## config.mk

```make
export PLATFORM = sky130hd
export DESIGN_NAME = desc_fetch_seq
export DESIGN_NICKNAME = d
export VERILOG_FILES = /design/src/rtl/dfs_pkg.sv /design/src/rtl/dfs_style_decode.sv /design/src/rtl/dfs_bus_fsm.sv /design/src/rtl/dfs_capture.sv /design/src/rtl/desc_fetch_seq.sv
export SDC_FILE = /design/constraint.sdc
export NUM_CORES = 1
export LEC_CHECK = 0
export BUFFER_PORTS_ARGS = -buffer_cell sky130_fd_sc_hd__buf_2
export CORE_ASPECT_RATIO = 1.5
export CORE_UTILIZATION = 47
export DETAILED_ROUTE_END_ITERATION = 8
export PLACE_DENSITY_LB_ADDON = 0.12
export SYNTH_ARGS = -nofsm -noshare
export SYNTH_HDL_FRONTEND = slang
export SYNTH_SLANG_ARGS = --single-unit
```

## constraint.sdc

```tcl
create_clock -name clk -period 5.5 [get_ports clk]
set_input_delay 0 -clock clk [delete_from_list [all_inputs] [get_ports clk]]
set_output_delay 0 -clock clk [all_outputs]
set_load 0.02 [all_outputs]
```

## src/rtl/dfs_pkg.sv

```systemverilog
package dfs_pkg;

  localparam int PLAN_W = 3;

  localparam logic [3:0] CMD_MEM_READ = 4'b0110;
  localparam logic [3:0] BE_ALL_LANES = 4'b0000;
  localparam logic [3:0] CBE_PARKED   = 4'b1111;

  typedef enum logic [2:0] {
    ST_IDLE,
    ST_REQ,
    ST_ADDR,
    ST_TA,
    ST_DATA,
    ST_GAP,
    ST_DONE
  } dfs_state_e;

  // Fetch plan: offsets are in 32-bit word units relative to the base.
  typedef struct packed {
    logic              two_txn;
    logic              burst;
    logic [PLAN_W-1:0] beats;
    logic [PLAN_W-1:0] off0_w;
    logic [PLAN_W-1:0] off1_w;
    logic [PLAN_W-1:0] min_w;
    logic [PLAN_W-1:0] total;
  } fetch_plan_t;

endpackage

```

## src/rtl/dfs_style_decode.sv

```systemverilog
module dfs_style_decode
  import dfs_pkg::*;
(
  input  logic [7:0]  sw_style,
  input  logic        is_tx,
  output fetch_plan_t plan
);

  always_comb begin
    // Default and code 0: two single reads, low word first.
    plan.two_txn = 1'b1;
    plan.burst   = 1'b0;
    plan.beats   = PLAN_W'(1);
    plan.off0_w  = PLAN_W'(0);
    plan.off1_w  = PLAN_W'(1);
    plan.min_w   = PLAN_W'(0);
    plan.total   = PLAN_W'(2);
    case (sw_style)
      8'd2: begin
        plan.off0_w = PLAN_W'(1);
        plan.off1_w = PLAN_W'(0);
      end
      8'd3, 8'd4, 8'd5: begin
        plan.two_txn = 1'b0;
        plan.burst   = 1'b1;
        plan.off1_w  = PLAN_W'(0);
        if (is_tx) begin
          plan.off0_w = PLAN_W'(0);
          plan.min_w  = PLAN_W'(0);
          plan.beats  = PLAN_W'(sw_style[2:0] - 3'd1);
        end else if (sw_style == 8'd5) begin
          plan.off0_w = PLAN_W'(2);
          plan.min_w  = PLAN_W'(2);
          plan.beats  = PLAN_W'(3);
        end else begin
          plan.off0_w = PLAN_W'(1);
          plan.min_w  = PLAN_W'(1);
          plan.beats  = PLAN_W'(2);
        end
        plan.total = plan.beats;
      end
      default: ;
    endcase
  end

endmodule

```

## src/rtl/dfs_bus_fsm.sv

```systemverilog
module dfs_bus_fsm
  import dfs_pkg::*;
#(
  parameter int ADDR_W = 32,
  parameter int SLOT_W = 2
) (
  input  logic              clk,
  input  logic              rst_n,
  input  logic              start,
  input  fetch_plan_t       plan_in,
  input  logic [ADDR_W-1:0] base_addr,
  input  logic              gnt,
  input  logic              devsel,
  input  logic              trdy,
  output logic              req,
  output logic              frame,
  output logic              irdy,
  output logic              ad_oe,
  output logic [ADDR_W-1:0] ad_out,
  output logic [3:0]        cbe,
  output logic              clear,
  output logic              beat_done,
  output logic [SLOT_W-1:0] beat_slot,
  output logic              done
);

  dfs_state_e        state_q, state_d;
  fetch_plan_t       plan_q;
  logic [ADDR_W-1:0] base_q;
  logic [PLAN_W-1:0] beat_cnt_q, beat_cnt_d;
  logic [PLAN_W-1:0] off_q, off_d;
  logic              txn_q, txn_d;
  logic              load_en, last_beat;

  assign load_en   = (state_q == ST_IDLE) && start;
  assign last_beat = (beat_cnt_q == plan_q.beats - PLAN_W'(1));

  // Next-state process
  always_comb begin
    state_d    = state_q;
    beat_cnt_d = beat_cnt_q;
    off_d      = off_q;
    txn_d      = txn_q;
    case (state_q)
      ST_IDLE: if (start) begin
        state_d = ST_REQ;
        off_d   = plan_in.off0_w;
        txn_d   = 1'b0;
      end
      ST_REQ:  if (gnt) state_d = ST_ADDR;
      ST_ADDR: begin
        state_d    = ST_TA;
        beat_cnt_d = '0;
      end
      ST_TA:   if (devsel) state_d = ST_DATA;
      ST_DATA: if (trdy) begin
        beat_cnt_d = beat_cnt_q + PLAN_W'(1);
        off_d      = off_q + PLAN_W'(1);
        if (last_beat) begin
          if (plan_q.two_txn && !txn_q) begin
            state_d = ST_GAP;
            txn_d   = 1'b1;
            off_d   = plan_q.off1_w;
          end else begin
            state_d = ST_DONE;
          end
        end
      end
      ST_GAP:  state_d = gnt ? ST_ADDR : ST_REQ;
      ST_DONE: state_d = ST_IDLE;
      default: state_d = ST_IDLE;
    endcase
  end

  // Register process
  always_ff @(posedge clk or negedge rst_n) begin
    if (!rst_n) begin
      state_q    <= ST_IDLE;
      plan_q     <= '0;
      base_q     <= '0;
      beat_cnt_q <= '0;
      off_q      <= '0;
      txn_q      <= 1'b0;
    end else begin
      state_q    <= state_d;
      beat_cnt_q <= beat_cnt_d;
      off_q      <= off_d;
      txn_q      <= txn_d;
      if (load_en) begin
        plan_q <= plan_in;
        base_q <= base_addr;
      end
    end
  end

  // Moore output decode
  always_comb begin
    req       = (state_q == ST_REQ) || (state_q == ST_GAP);
    irdy      = (state_q == ST_DATA);
    ad_oe     = (state_q == ST_ADDR);
    frame     = (state_q == ST_ADDR) || (state_q == ST_TA) ||
                ((state_q == ST_DATA) && !last_beat);
    ad_out    = ad_oe ? (base_q + ADDR_W'({off_q, 2'b00})) : '0;
    if (state_q == ST_ADDR)
      cbe = CMD_MEM_READ;
    else if ((state_q == ST_TA) || (state_q == ST_DATA))
      cbe = BE_ALL_LANES;
    else
      cbe = CBE_PARKED;
    clear     = load_en;
    beat_done = irdy && trdy;
    beat_slot = SLOT_W'(off_q - plan_q.min_w);
    done      = (state_q == ST_DONE);
  end

  // Checker-only word counter
  logic [PLAN_W-1:0] words_got_q;
  always_ff @(posedge clk or negedge rst_n) begin
    if (!rst_n)        words_got_q <= '0;
    else if (load_en)  words_got_q <= '0;
    else if (beat_done) words_got_q <= words_got_q + PLAN_W'(1);
  end

  p_addr_then_ta_r2: assert property (@(posedge clk) disable iff (!rst_n)
    ad_oe |=> (!ad_oe && frame && !irdy && cbe == BE_ALL_LANES));
  p_addr_cmd_r2: assert property (@(posedge clk) disable iff (!rst_n)
    ad_oe |-> (cbe == CMD_MEM_READ && frame));
  p_ta_hold_r3: assert property (@(posedge clk) disable iff (!rst_n)
    (frame && !ad_oe && !irdy && !devsel) |=> (frame && !ad_oe && !irdy));
  p_wait_hold_r4: assert property (@(posedge clk) disable iff (!rst_n)
    (irdy && !trdy) |=> (irdy && $stable(beat_cnt_q) && $stable(frame)));
  p_final_ends_r5: assert property (@(posedge clk) disable iff (!rst_n)
    (irdy && trdy && !frame) |=> !irdy);
  p_nonfinal_cont_r5: assert property (@(posedge clk) disable iff (!rst_n)
    (irdy && trdy && frame) |=> irdy);
  p_gap_single_r6: assert property (@(posedge clk) disable iff (!rst_n)
    (state_q == ST_GAP) |-> (plan_q.two_txn && !plan_q.burst));
  p_done_count_r10: assert property (@(posedge clk) disable iff (!rst_n)
    done |-> (words_got_q == plan_q.total));
  p_done_pulse_r10: assert property (@(posedge clk) disable iff (!rst_n)
    done |=> !done);

endmodule

```

## src/rtl/dfs_capture.sv

```systemverilog
module dfs_capture #(
  parameter int DATA_W    = 32,
  parameter int MAX_WORDS = 4,
  parameter int SLOT_W    = 2,
  parameter int CNT_W     = 3
) (
  input  logic                        clk,
  input  logic                        rst_n,
  input  logic                        clear,
  input  logic [CNT_W-1:0]            cnt_in,
  input  logic                        wr_en,
  input  logic [SLOT_W-1:0]           wr_slot,
  input  logic [DATA_W-1:0]           wr_data,
  output logic [MAX_WORDS*DATA_W-1:0] words,
  output logic [CNT_W-1:0]            cnt
);

  logic [CNT_W-1:0] cnt_q;

  always_ff @(posedge clk or negedge rst_n) begin
    if (!rst_n)     cnt_q <= '0;
    else if (clear) cnt_q <= cnt_in;
  end
  assign cnt = cnt_q;

  for (genvar g = 0; g < MAX_WORDS; g++) begin : g_slot
    logic [DATA_W-1:0] word_q, word_d;
    logic              word_en;

    assign word_en = clear || (wr_en && (wr_slot == SLOT_W'(g)));
    assign word_d  = clear ? '0 : wr_data;

    always_ff @(posedge clk or negedge rst_n) begin
      if (!rst_n)       word_q <= '0;
      else if (word_en) word_q <= word_d;
    end
    assign words[g*DATA_W +: DATA_W] = word_q;
  end

  p_slot_in_range_r10: assert property (@(posedge clk) disable iff (!rst_n)
    wr_en |-> (int'(wr_slot) < MAX_WORDS));
  p_no_write_on_clear_r10: assert property (@(posedge clk) disable iff (!rst_n)
    clear |-> !wr_en);

endmodule

```

## src/rtl/desc_fetch_seq.sv

```systemverilog
module desc_fetch_seq
  import dfs_pkg::*;
#(
  parameter int ADDR_W    = 32,
  parameter int DATA_W    = 32,
  parameter int MAX_WORDS = 4
) (
  input  logic                             clk,
  input  logic                             rst_n,
  input  logic                             start,
  input  logic                             is_tx,
  input  logic [7:0]                       sw_style,
  input  logic [ADDR_W-1:0]                base_addr,
  input  logic                             gnt,
  input  logic                             devsel,
  input  logic                             trdy,
  input  logic [DATA_W-1:0]                ad_in,
  output logic                             req,
  output logic                             frame,
  output logic                             irdy,
  output logic                             ad_oe,
  output logic [ADDR_W-1:0]                ad_out,
  output logic [3:0]                       cbe,
  output logic                             done,
  output logic [$clog2(MAX_WORDS+1)-1:0]   desc_cnt,
  output logic [MAX_WORDS*DATA_W-1:0]      desc_data,
  output logic                             wb_burst
);

  localparam int SLOT_W = (MAX_WORDS > 1) ? $clog2(MAX_WORDS) : 1;
  localparam int CNT_W  = $clog2(MAX_WORDS+1);

  // Reset: asserted asynchronously, released on a clock edge.
  logic [1:0] rst_sync_q;
  logic       rst_int_n;
  always_ff @(posedge clk or negedge rst_n) begin
    if (!rst_n) rst_sync_q <= 2'b00;
    else        rst_sync_q <= {rst_sync_q[0], 1'b1};
  end
  assign rst_int_n = rst_sync_q[1];

  fetch_plan_t       plan;
  logic              clear, beat_done;
  logic [SLOT_W-1:0] beat_slot;

  dfs_style_decode u_decode (
    .sw_style (sw_style),
    .is_tx    (is_tx),
    .plan     (plan)
  );

  assign wb_burst = plan.burst;

  dfs_bus_fsm #(.ADDR_W(ADDR_W), .SLOT_W(SLOT_W)) u_fsm (
    .clk       (clk),
    .rst_n     (rst_int_n),
    .start     (start),
    .plan_in   (plan),
    .base_addr (base_addr),
    .gnt       (gnt),
    .devsel    (devsel),
    .trdy      (trdy),
    .req       (req),
    .frame     (frame),
    .irdy      (irdy),
    .ad_oe     (ad_oe),
    .ad_out    (ad_out),
    .cbe       (cbe),
    .clear     (clear),
    .beat_done (beat_done),
    .beat_slot (beat_slot),
    .done      (done)
  );

  dfs_capture #(
    .DATA_W(DATA_W), .MAX_WORDS(MAX_WORDS), .SLOT_W(SLOT_W), .CNT_W(CNT_W)
  ) u_cap (
    .clk     (clk),
    .rst_n   (rst_int_n),
    .clear   (clear),
    .cnt_in  (CNT_W'(plan.total)),
    .wr_en   (beat_done),
    .wr_slot (beat_slot),
    .wr_data (ad_in),
    .words   (desc_data),
    .cnt     (desc_cnt)
  );

  p_burst_code_r11: assert property (@(posedge clk) disable iff (!rst_int_n)
    (sw_style == 8'd3 || sw_style == 8'd4 || sw_style == 8'd5) |-> wb_burst);
  p_reset_idle_r1: assert property (@(posedge clk)
    !rst_int_n |=> (!req && !frame && !irdy && !done));

endmodule

```

==> results.ini, run 1 <==
[setup_path]
cp.depth = 8
arrival_ns = 3.12
r2r-start = u_fsm.state_q[2]
worst_path_max_delay_cell = or4_1
cp-start-kind = flop
crit_chain = ha_1, inv_1, fa_1, nor2b_1, o2111ai_2, or4_1, a21oi_1, buf_2
critPathBufInv = 2
crit_start = u_fsm.off_q[0]
critPathKind = reg2out
reg2reg_to = u_fsm.state_q[1]
reg2regPathDepth = 6
worstSetupEndpoint = ad_out[30]
cpLargestDelayFamily = simple AND/OR/NAND/NOR gates
reg2reg_slack_ns = 2.99
cpPeakStageDelay_ns = 0.64
required_ns = 5.50
critPathCaptureType = primary output
crit_fanout = 19

[timing]
max_freq_ghz = 0.320
final.setup.tns_ns = 0
hold_viol_final = 0
worstMarginPinSlew_ns = 1.04
fin_skew_ns = 0.0110
setup_viol = 0
period_minus_slack_ns = 3.12
slew_violations = 0
fin_crit_sh_pct = 56.8
maxSlewHeadroom_pct = 30.7
rsz0062_at_grt = no

[clock_tree]
cts_resized = 0
clock-sinks = 181
clockRootBuffer = clkbuf_16
numCtsBuffers = 17
clkLatencyLatePin_ns = 0.43
cts.path.max_buffers = 2
clk_pin_slew_ns = 0.07
cts_tree = done
h-tree-depth = 4

[yosys]
synth_largest_area_cell = dfrtp_1
synth_cells = 972
synth_common_cells = nand2_1, dfrtp_1, a21oi_1
synth_edf_count = 0
ys_seq_area_share_pct = 53.6
synth_top_flop_cell = dfrtp_1
synth_area_sq_mm = 0.00845
async_flop_share_pct = 100
yosysUniqueCellTypes = 58
synth_most_common_cell = nand2_1
synth_area_leaders = dfrtp_1, nand2_1, a21oi_1
avgSynthCellArea_sq_um = 8.69
syn_nets = 1063
synth_top_area_share_pct = 53.6
ys_warn_count = 0
ys_ff_latch = 181

[placed_design]
place_inst = 1382
portBuffers = 251
place_hpwl_mm = 15.6
gp_congestion = 0.835

[global_routing]
grt_overflow = 0
grt_pass1_wl_mm = 39.9
grt_max_degree = 180
first_global_vias = 7813
antenna_found_initial = 0
grt_use_total_pct = 27.2

[detailed_routing]
drt_wl_total_mm = 24.5
firstDrtPassIters = 8
ant_nets = 0
drc = 16
routed_via_density = 5.35
drtIter0Drc = 584
wire_per_inst_microns = 16.5
vias = 7972

[power]
vdd_drop_max_mv = 0.294
p_switching_w = 0.00195
p_sw_share_pct = 39.9
leakage_nw = 5.56
power_density_mw_per_mm2 = 439
power.internal_w = 0.00295
p_comb_share_pct = 34.7
power_frac_clock_pct = 26.2
power_w = 0.00490
seq_power_share_pct = 39.2

[cells_and_area]
drive_above_1_share_pct = 24.1
diodes = 0
final_util_pct = 63.8
stdcell_count = 1489
nets = 1354
syn_to_final_growth_pct = 32.1

[run_status]
violations = design-rule violations
outcome = finished with violations

[floorplan]
ios = 252
fp-row-count = 59
coreArea_sq_mm = 0.0175
die_h_microns = 166
die-area_sq_mm = 0.0185
start_util_pct = 48.3
die_width_microns = 111

[hold_path]
hold_path_class = in2reg

[run]
drv_cap = 0

[layout make-up]
class / instances / area (sq um)
well taps: 213 / 267
clock inverters: 14 / 180
inverters: 15 / 56.3
fillers: 1545 / 6340
flip-flops and latches: 181 / 4530
clock buffers: 18 / 439
multi-input cells: 709 / 3570
repair buffers: 339 / 2120
[per-stage QoR]
stage / cell area (sq um) / hold slack, ns / worst slack [ns]
floorplan: 8450 / -0.296 / 0.0830
global placement: 9790 / -0.216 / 2.89
detailed placement: 9790 / -0.214 / 2.81
CTS: 11200 / 0.00549 / 2.36
global route: 11200 / 0.0233 / 2.05
finish: 11200 / 0.0191 / 2.38
[logic make-up (layout without fill, tap and decap cells)]
kind of cell    count (synthesis)  in the layout  synth area share [%]
xor+xnor                       12             12                  1.58
other cells                     1              1                0.0444
buf+inv                        82            386                  4.38
flops                         181            181                  53.6
fa+ha+maj                      12             12                  1.87
simple gates                  469            469                  24.2
compound gates                214            214                  14.2
mux                             1              1                 0.118
[state kept, by name (all words and copies together) (netlist names)]
name / cells
u_fsm.txn_q: 1
u_fsm.base_q: 32
u_fsm.beat_cnt_q: 3
rst_sync_q: 2
u_fsm.off_q: 3
u_cap.cnt: 3
u_fsm.state_q: 3
u_fsm.plan_q: 6
u_cap.g_slot.word_q: 128
[power groups by stage]
stage,clock network (W),registers [W],logic [W]
floorplan,0,0.00209,0.000925
global placement,0,0.00192,0.00162
detailed placement,0,0.00194,0.00164
CTS,0.00131,0.00192,0.00171
global route,0.00136,0.00196,0.00187
finish,0.00128,0.00192,0.00170
[cell usage in the layout (no fill, tap or decap), types with 2 or more instances in the layout]
cell and count:
a31oi_1 2, xor2_1 4, or2_2 2, nor3_1 4, inv_1 15, a211oi_1 2, and2_1 7, nor3b_4 2
a22oi_1 2, nand2_1 370, nand2b_1 5, and4_1 4, inv_8 5, inv_6 4, nor4bb_1 2, nand4_1 4
ha_1 11, bufinv_16 2, o21ai_0 23, dlygate4sd3_1 75, nand3b_1 5, buf_2 251, nand3_1 12, a21oi_1 154
a32oi_1 2, buf_4 12, xnor2_1 6, or4_1 14, and3_1 2, nor2_1 16, clkbuf_16 17, dfrtp_1 180
a22o_1 2, o31ai_1 14, or3_1 9, nor2b_1 4, o21a_1 2
[layer usage]
layer / GRT usage, % / vias to the layer above / routed length, microns
met3: 6.13 / 49 / 1420
met5: 0 / - / 0
met2: 47.5 / 270 / 12500
met1: 32.2 / 3828 / 9870
met4: 11.2 / 0 / 736
li1: - / 3825 / -
[tightest hold or removal path: stages]
cell and delay, ns:
buf_2 0.15, nor3_1 0.07, o31ai_1 0.18
[how the worst min path moves through the flow]
stage | from | slack (ns) | end | depth (start not counted)
CTS | sw_style[2] | 0.005 | u_fsm.plan_q[3] | 4
global placement | rst_n | -0.22 | rst_sync_q[0] | 1
floorplan | rst_n | -0.30 | rst_sync_q[0] | 0
finish | sw_style[2] | 0.02 | u_fsm.plan_q[6] | 3
detailed placement | rst_n | -0.21 | rst_sync_q[0] | 1
global route | sw_style[2] | 0.02 | u_fsm.plan_q[3] | 4
[timing repair]
item                      in CTS  in global routing
hold buffers                  75                  0
hold endpoints to repair     172                  0
buffers inserted               0                  0
(Power assumes the default switching activity.)
==> inputs of run 2 (changes only) <==
Settings changed: CORE_UTILIZATION 47 to 50.
Clock period 5.5 ns to 3.2 ns, I/O delays scaled along.
==> results.ini, run 2 (synthesized netlist as in run 1, its figures left out) <==
[run_status]
outcome = finished, final reports clean

[timing]
slew_violations = 0
final.setup.worst_slack_ns = 0.278
hold_viol_final = 0
rsz0062_at_grt = no
maxSlewHeadroom_pct = 47.0
period_minus_slack_ns = 2.92
final.setup.tns_ns = 0
max_freq_ghz = 0.342
fin_crit_sh_pct = 91.3
worstMarginPinSlew_ns = 0.795
fin_skew_ns = 0.0143
setup_viol = 0

[floorplan]
coreArea_sq_mm = 0.0163
start_util_pct = 51.7
ios = 252
die-area_sq_mm = 0.0174
die_width_microns = 108
fp-row-count = 57
die_h_microns = 161

[setup_path]
arrival_ns = 2.92
worstSetupEndpoint = ad_out[28]
crit_chain = ha_1, inv_1, fa_1, nor2b_2, o2111ai_4, or4_1, a21oi_1, buf_2
critPathBufInv = 2
cp.depth = 8
critPathKind = reg2out
crit_fanout = 19
r2r-start = u_fsm.state_q[2]
critPathCaptureType = primary output
worst_path_max_delay_cell = or4_1
crit_start = u_fsm.off_q[0]
cp-start-kind = flop
cpLargestDelayFamily = simple AND/OR/NAND/NOR gates
reg2reg_to = u_fsm.state_q[1]
reg2reg_slack_ns = 0.68
reg2regPathDepth = 6
cpPeakStageDelay_ns = 0.57
required_ns = 3.20

[detailed_routing]
wire_per_inst_microns = 16.8
drtIter0Drc = 537
vias = 7975
ant_nets = 0
drc = 0
drt_wl_total_mm = 24.9
routed_via_density = 5.37
firstDrtPassIters = 5

[clock_tree]
clock-sinks = 181
cts.path.max_buffers = 2
clk_pin_slew_ns = 0.07
h-tree-depth = 4
clkLatencyLatePin_ns = 0.43
cts_setup_buffers = 0
numCtsBuffers = 17
cts_tree = done
clockRootBuffer = clkbuf_16

[cells_and_area]
nets = 1357
largest_reg_flops = 128
layout_common_cells = nand2_1, buf_2, dfrtp_1, a21oi_1, dlygate4sd3_1
drive_above_1_share_pct = 24.2
syn_to_final_growth_pct = 32.7
largestRegisters = u_cap.g_slot.word_q x128, u_fsm.base_q x32, u_fsm.plan_q x6
design_area_sq_mm = 0.0112
stdcell_count = 1485
regMostFlops = u_cap.g_slot.word_q
diodes = 0
layout_commonest_cell = nand2_1

[global_routing]
grt_overflow = 0
grt_use_total_pct = 29.3
antenna_found_initial = 0
grt_pass1_wl_mm = 39.6
grt_max_degree = 109
first_global_vias = 7918

[placed_design]
place_area_sq_mm = 0.00985
portBuffers = 251
gp_congestion = 0.840
pre_cts_ws_ns = 0.516
place_hpwl_mm = 16.0
place_inst = 1378

[run]
drv_cap = 0

[power]
power_density_mw_per_mm2 = 747
leakage_nw = 5.57
vdd_drop_max_mv = 0.437

[hold_path]
hold_path_class = in2reg

[run 2: changes by cell type in the layout (fill, tap and decap cells not counted), moves of 2 or more]
cell        before  now
clkinvlp_4       1    3
buf_12           1    5
inv_6            4    1
clkinv_4         0    2
[run 2: per-layer routing]
metal  GRT usage [%]  vias up  share of wire (%)
li1                -     3819                  -
met1            33.6     3843                 39
met2            52.4      266                 53
met3            6.82       47                6.1
met4            10.7        0                2.6
met5               0        -                  0
[run 2: repair_timing]
item | CTS | global route
resized for setup | 0 | 2
hold endpoints to repair | 171 | 0
hold buffers | 75 | 0
setup endpoints to repair | 0 | 6
[run 2: where the power goes]
part           switching [W]  internal [W]  total, W
clock               0.000983       0.00112   0.00210
sequential          0.000498       0.00282   0.00332
combinational        0.00191       0.00105   0.00296
total                0.00339       0.00498   0.00837
[run 2: worst min-delay path, cell delays in order]
cell and delay (ns):
buf_2 0.15, nor3_1 0.07, o31ai_1 0.19
[run 2: area by class of cell]
class	instances	area (sq um)
Tap cell	206	258
Sequential cell	181	4530
Clock inverter	14	163
Timing Repair Buffer	342	2190
Fill cell	1355	5120
Clock buffer	18	429
Multi-Input combinational cell	709	3580
Inverter	15	56.3
[run 2: worst min path at each step]
stage	start	end	slack, ns	cells past startpoint
after CTS	sw_style[2]	u_fsm.plan_q[6]	0.004	3
after global routing	sw_style[2]	u_fsm.plan_q[6]	0.04	3
after detailed placement	rst_n	rst_sync_q[1]	-0.21	1
after floorplan	rst_n	rst_sync_q[0]	-0.30	0
after global placement	rst_n	rst_sync_q[0]	-0.22	1
final	sw_style[2]	u_fsm.plan_q[6]	0.03	3
[run 2: metrics by stage]
step	utilization, %	power [W]	hold slack, ns
2_1_floorplan	-	0.00519	-0.296
3_3_place_gp	60.3	0.00612	-0.216
3_5_place_dp	60.3	0.00618	-0.212
4_1_cts	68.6	0.00839	0.00383
5_1_grt	68.6	0.00884	0.0402
6_report	68.6	0.00837	0.0258
==> inputs of run 3 (changes only) <==
Settings changed: ABC_AREA from default to 1.
==> results.ini, run 3 <==
[cells_and_area]
drive_above_1_share_pct = 24.1
nets = 1372
layout_common_cells = buf_2, nand2_1, dfrtp_1, nand3_1, o21ai_1
largest_reg_flops = 128
diodes = 0
largestRegisters = u_cap.g_slot.word_q x128, u_fsm.base_q x32, u_fsm.plan_q x6
regMostFlops = u_cap.g_slot.word_q
stdcell_count = 1500
syn_to_final_growth_pct = 32.4
layout_commonest_cell = buf_2

[power]
p_sw_share_pct = 40.9
p_comb_share_pct = 32.8
p_switching_w = 0.00317
seq_power_share_pct = 39.7
power_w = 0.00775
vdd_drop_max_mv = 0.411
leakage_nw = 5.85
power_density_mw_per_mm2 = 698
power_frac_clock_pct = 27.5
power.internal_w = 0.00458

[global_routing]
grt_max_degree = 136
first_global_vias = 7881
grt_overflow = 0
grt_pass1_wl_mm = 38.4
grt_use_total_pct = 28.4
antenna_found_initial = 0

[yosys]
synth_top_area_share_pct = 54.1
synth_most_common_cell = nand2_1
ys_seq_area_share_pct = 54.1
synth_area_sq_mm = 0.00838
syn_nets = 1076
synth-xor-area-share_pct = 1.54
synthMuxAreaShare_pct = 0
synth_top_family_by_area = simple AND/OR/NAND/NOR gates
ys_ff_latch = 181
synth_area_leaders = dfrtp_1, nand3_1, nand2_1
synth_top_flop_cell = dfrtp_1
synth_edf_count = 0
synthSimpleGateAreaFrac_pct = 24.4
async_flop_share_pct = 100
synth_cells = 985
synth_largest_area_cell = dfrtp_1
synth_compound_area_share_pct = 11.5
synth_common_cells = nand2_1, dfrtp_1, nand3_1
yosysUniqueCellTypes = 36
ys_warn_count = 0
synthAdderAreaFrac_pct = 1.88
avgSynthCellArea_sq_um = 8.51

[timing]
fin_crit_sh_pct = 84.4
final.setup.tns_ns = 0
period_minus_slack_ns = 2.70
hold_viol_final = 0
rsz0062_at_grt = no
maxSlewHeadroom_pct = 53.8
slew_violations = 0
worstMarginPinSlew_ns = 0.693
fin_skew_ns = 0.0189
max_freq_ghz = 0.370
final.setup.worst_slack_ns = 0.498
whs_ns = 0.0105
setup_viol = 0

[floorplan]
ios = 252
fp-row-count = 57
start_util_pct = 51.5
die_width_microns = 108
coreArea_sq_mm = 0.0163
die-area_sq_mm = 0.0173
die_h_microns = 161

[detailed_routing]
vias = 7947
ant_nets = 0
wire_per_inst_microns = 15.9
drtIter0Drc = 478
drc = 0
firstDrtPassIters = 5
drt_wl_total_mm = 23.9
routed_via_density = 5.30

[placed_design]
pre_cts_ws_ns = 0.975
place_hpwl_mm = 16.3
place_inst = 1395
gp_congestion = 0.990
portBuffers = 251

[setup_path]
critPathKind = reg2out
critPathCaptureType = primary output
arrival_ns = 2.70
required_ns = 3.20
cp-start-kind = flop
crit_fanout = 4

[clock_tree]
numCtsBuffers = 17
cts_setup_buffers = 0
clk_pin_slew_ns = 0.08
cts.path.max_buffers = 2
clock-sinks = 181
clkLatencyLatePin_ns = 0.43
h-tree-depth = 4
clockRootBuffer = clkbuf_16
cts_tree = done

[run_status]
outcome = finished, final reports clean

[run]
drv_cap = 0

[hold_path]
hold_path_class = in2reg

[run 3: cell types whose count changed in the layout (fill, tap and decap cells not counted), moves of 18 or more]
cell | previous run | this run
nand2_1 | 370 | 207
nand3_1 | 12 | 159
a21oi_1 | 154 | 16
o21ai_1 | 0 | 124
inv_1 | 15 | 65
nor2_1 | 16 | 62
o21ai_0 | 23 | 41
[run 3: stage by stage]
stage / util, % / cell area (sq um)
after global routing: 68.2 / 11100
final: 68.2 / 11100
after CTS: 68.2 / 11100
after global placement: 60.0 / 9750
after detailed placement: 60.0 / 9750
after floorplan: - / 8380
[run 3: metal layers]
metal	GRT usage, %	wire (microns)
met2	49.2	12200
met4	14.1	913
met5	0	0
met3	4.18	1230
met1	34.0	9580
[run 3: critical path: stages, from the launching register on]
cell	delay [ns]
dfrtp_1	0.41
ha_1	0.19
inv_1	0.05
fa_1	0.38
inv_1	0.06
nand2_1	0.06
nand2_1	0.11
nand2_1	0.10
inv_1	0.08
nand3_1	0.19
nor2_1	0.26
a21oi_1	0.09
nor2_1	0.10
buf_2	0.16
[run 3: power groups by stage]
| stage | Combinational, W | Sequential, W | Clock [W] |
|---|---|---|---|
| after global placement | 0.00242 | 0.00309 | 0 |
| after floorplan | 0.00152 | 0.00322 | 0 |
| after detailed placement | 0.00245 | 0.00310 | 0 |
| final | 0.00254 | 0.00308 | 0.00213 |
| after global routing | 0.00282 | 0.00312 | 0.00224 |
| after CTS | 0.00254 | 0.00306 | 0.00215 |
[run 3: logic make-up after synthesis]
family                     count (synthesis)
and+or+nand+nor                          463
AOI/OAI and AO/OA                        189
DFF                                      181
buffers and inverters                    126
xor gates and xnor gates                  13
adders and majority gates                 12
other                                      1
[run 3: worst paths after layout]
check | startpoint | to | slack (ns) | cells past startpoint
setup reg to reg | u_fsm.plan_q[12] | u_fsm.state_q[1] | 0.95 | 13
setup / recovery | u_fsm.off_q[0] | ad_out[20] | 0.50 | 13
hold / removal | sw_style[2] | u_cap.cnt[2] | 0.01 | 4
max in group asynchronous | rst_sync_q[1] | u_cap.g_slot[1].word_q[16] | 2.07 | 1
min in group asynchronous | rst_sync_q[1] | u_fsm.base_q[16] | 0.36 | 0
hold reg to reg | rst_sync_q[1] | u_fsm.base_q[16] | 0.36 | 0
[run 3: area by class of cell]
type	instances	area [sq um]
Sequential cell	181	4530
Clock buffer	18	439
Inverter	69	259
Timing Repair Buffer	334	2120
Fill cell	1380	5170
Tap cell	206	258
Multi-Input combinational cell	678	3310
Clock inverter	14	173
[run 3: repair_timing]
action | in CTS | in global routing
resized for setup | 0 | 0
endpoints found under the hold margin | 174 | 0
hold buffers | 73 | 0
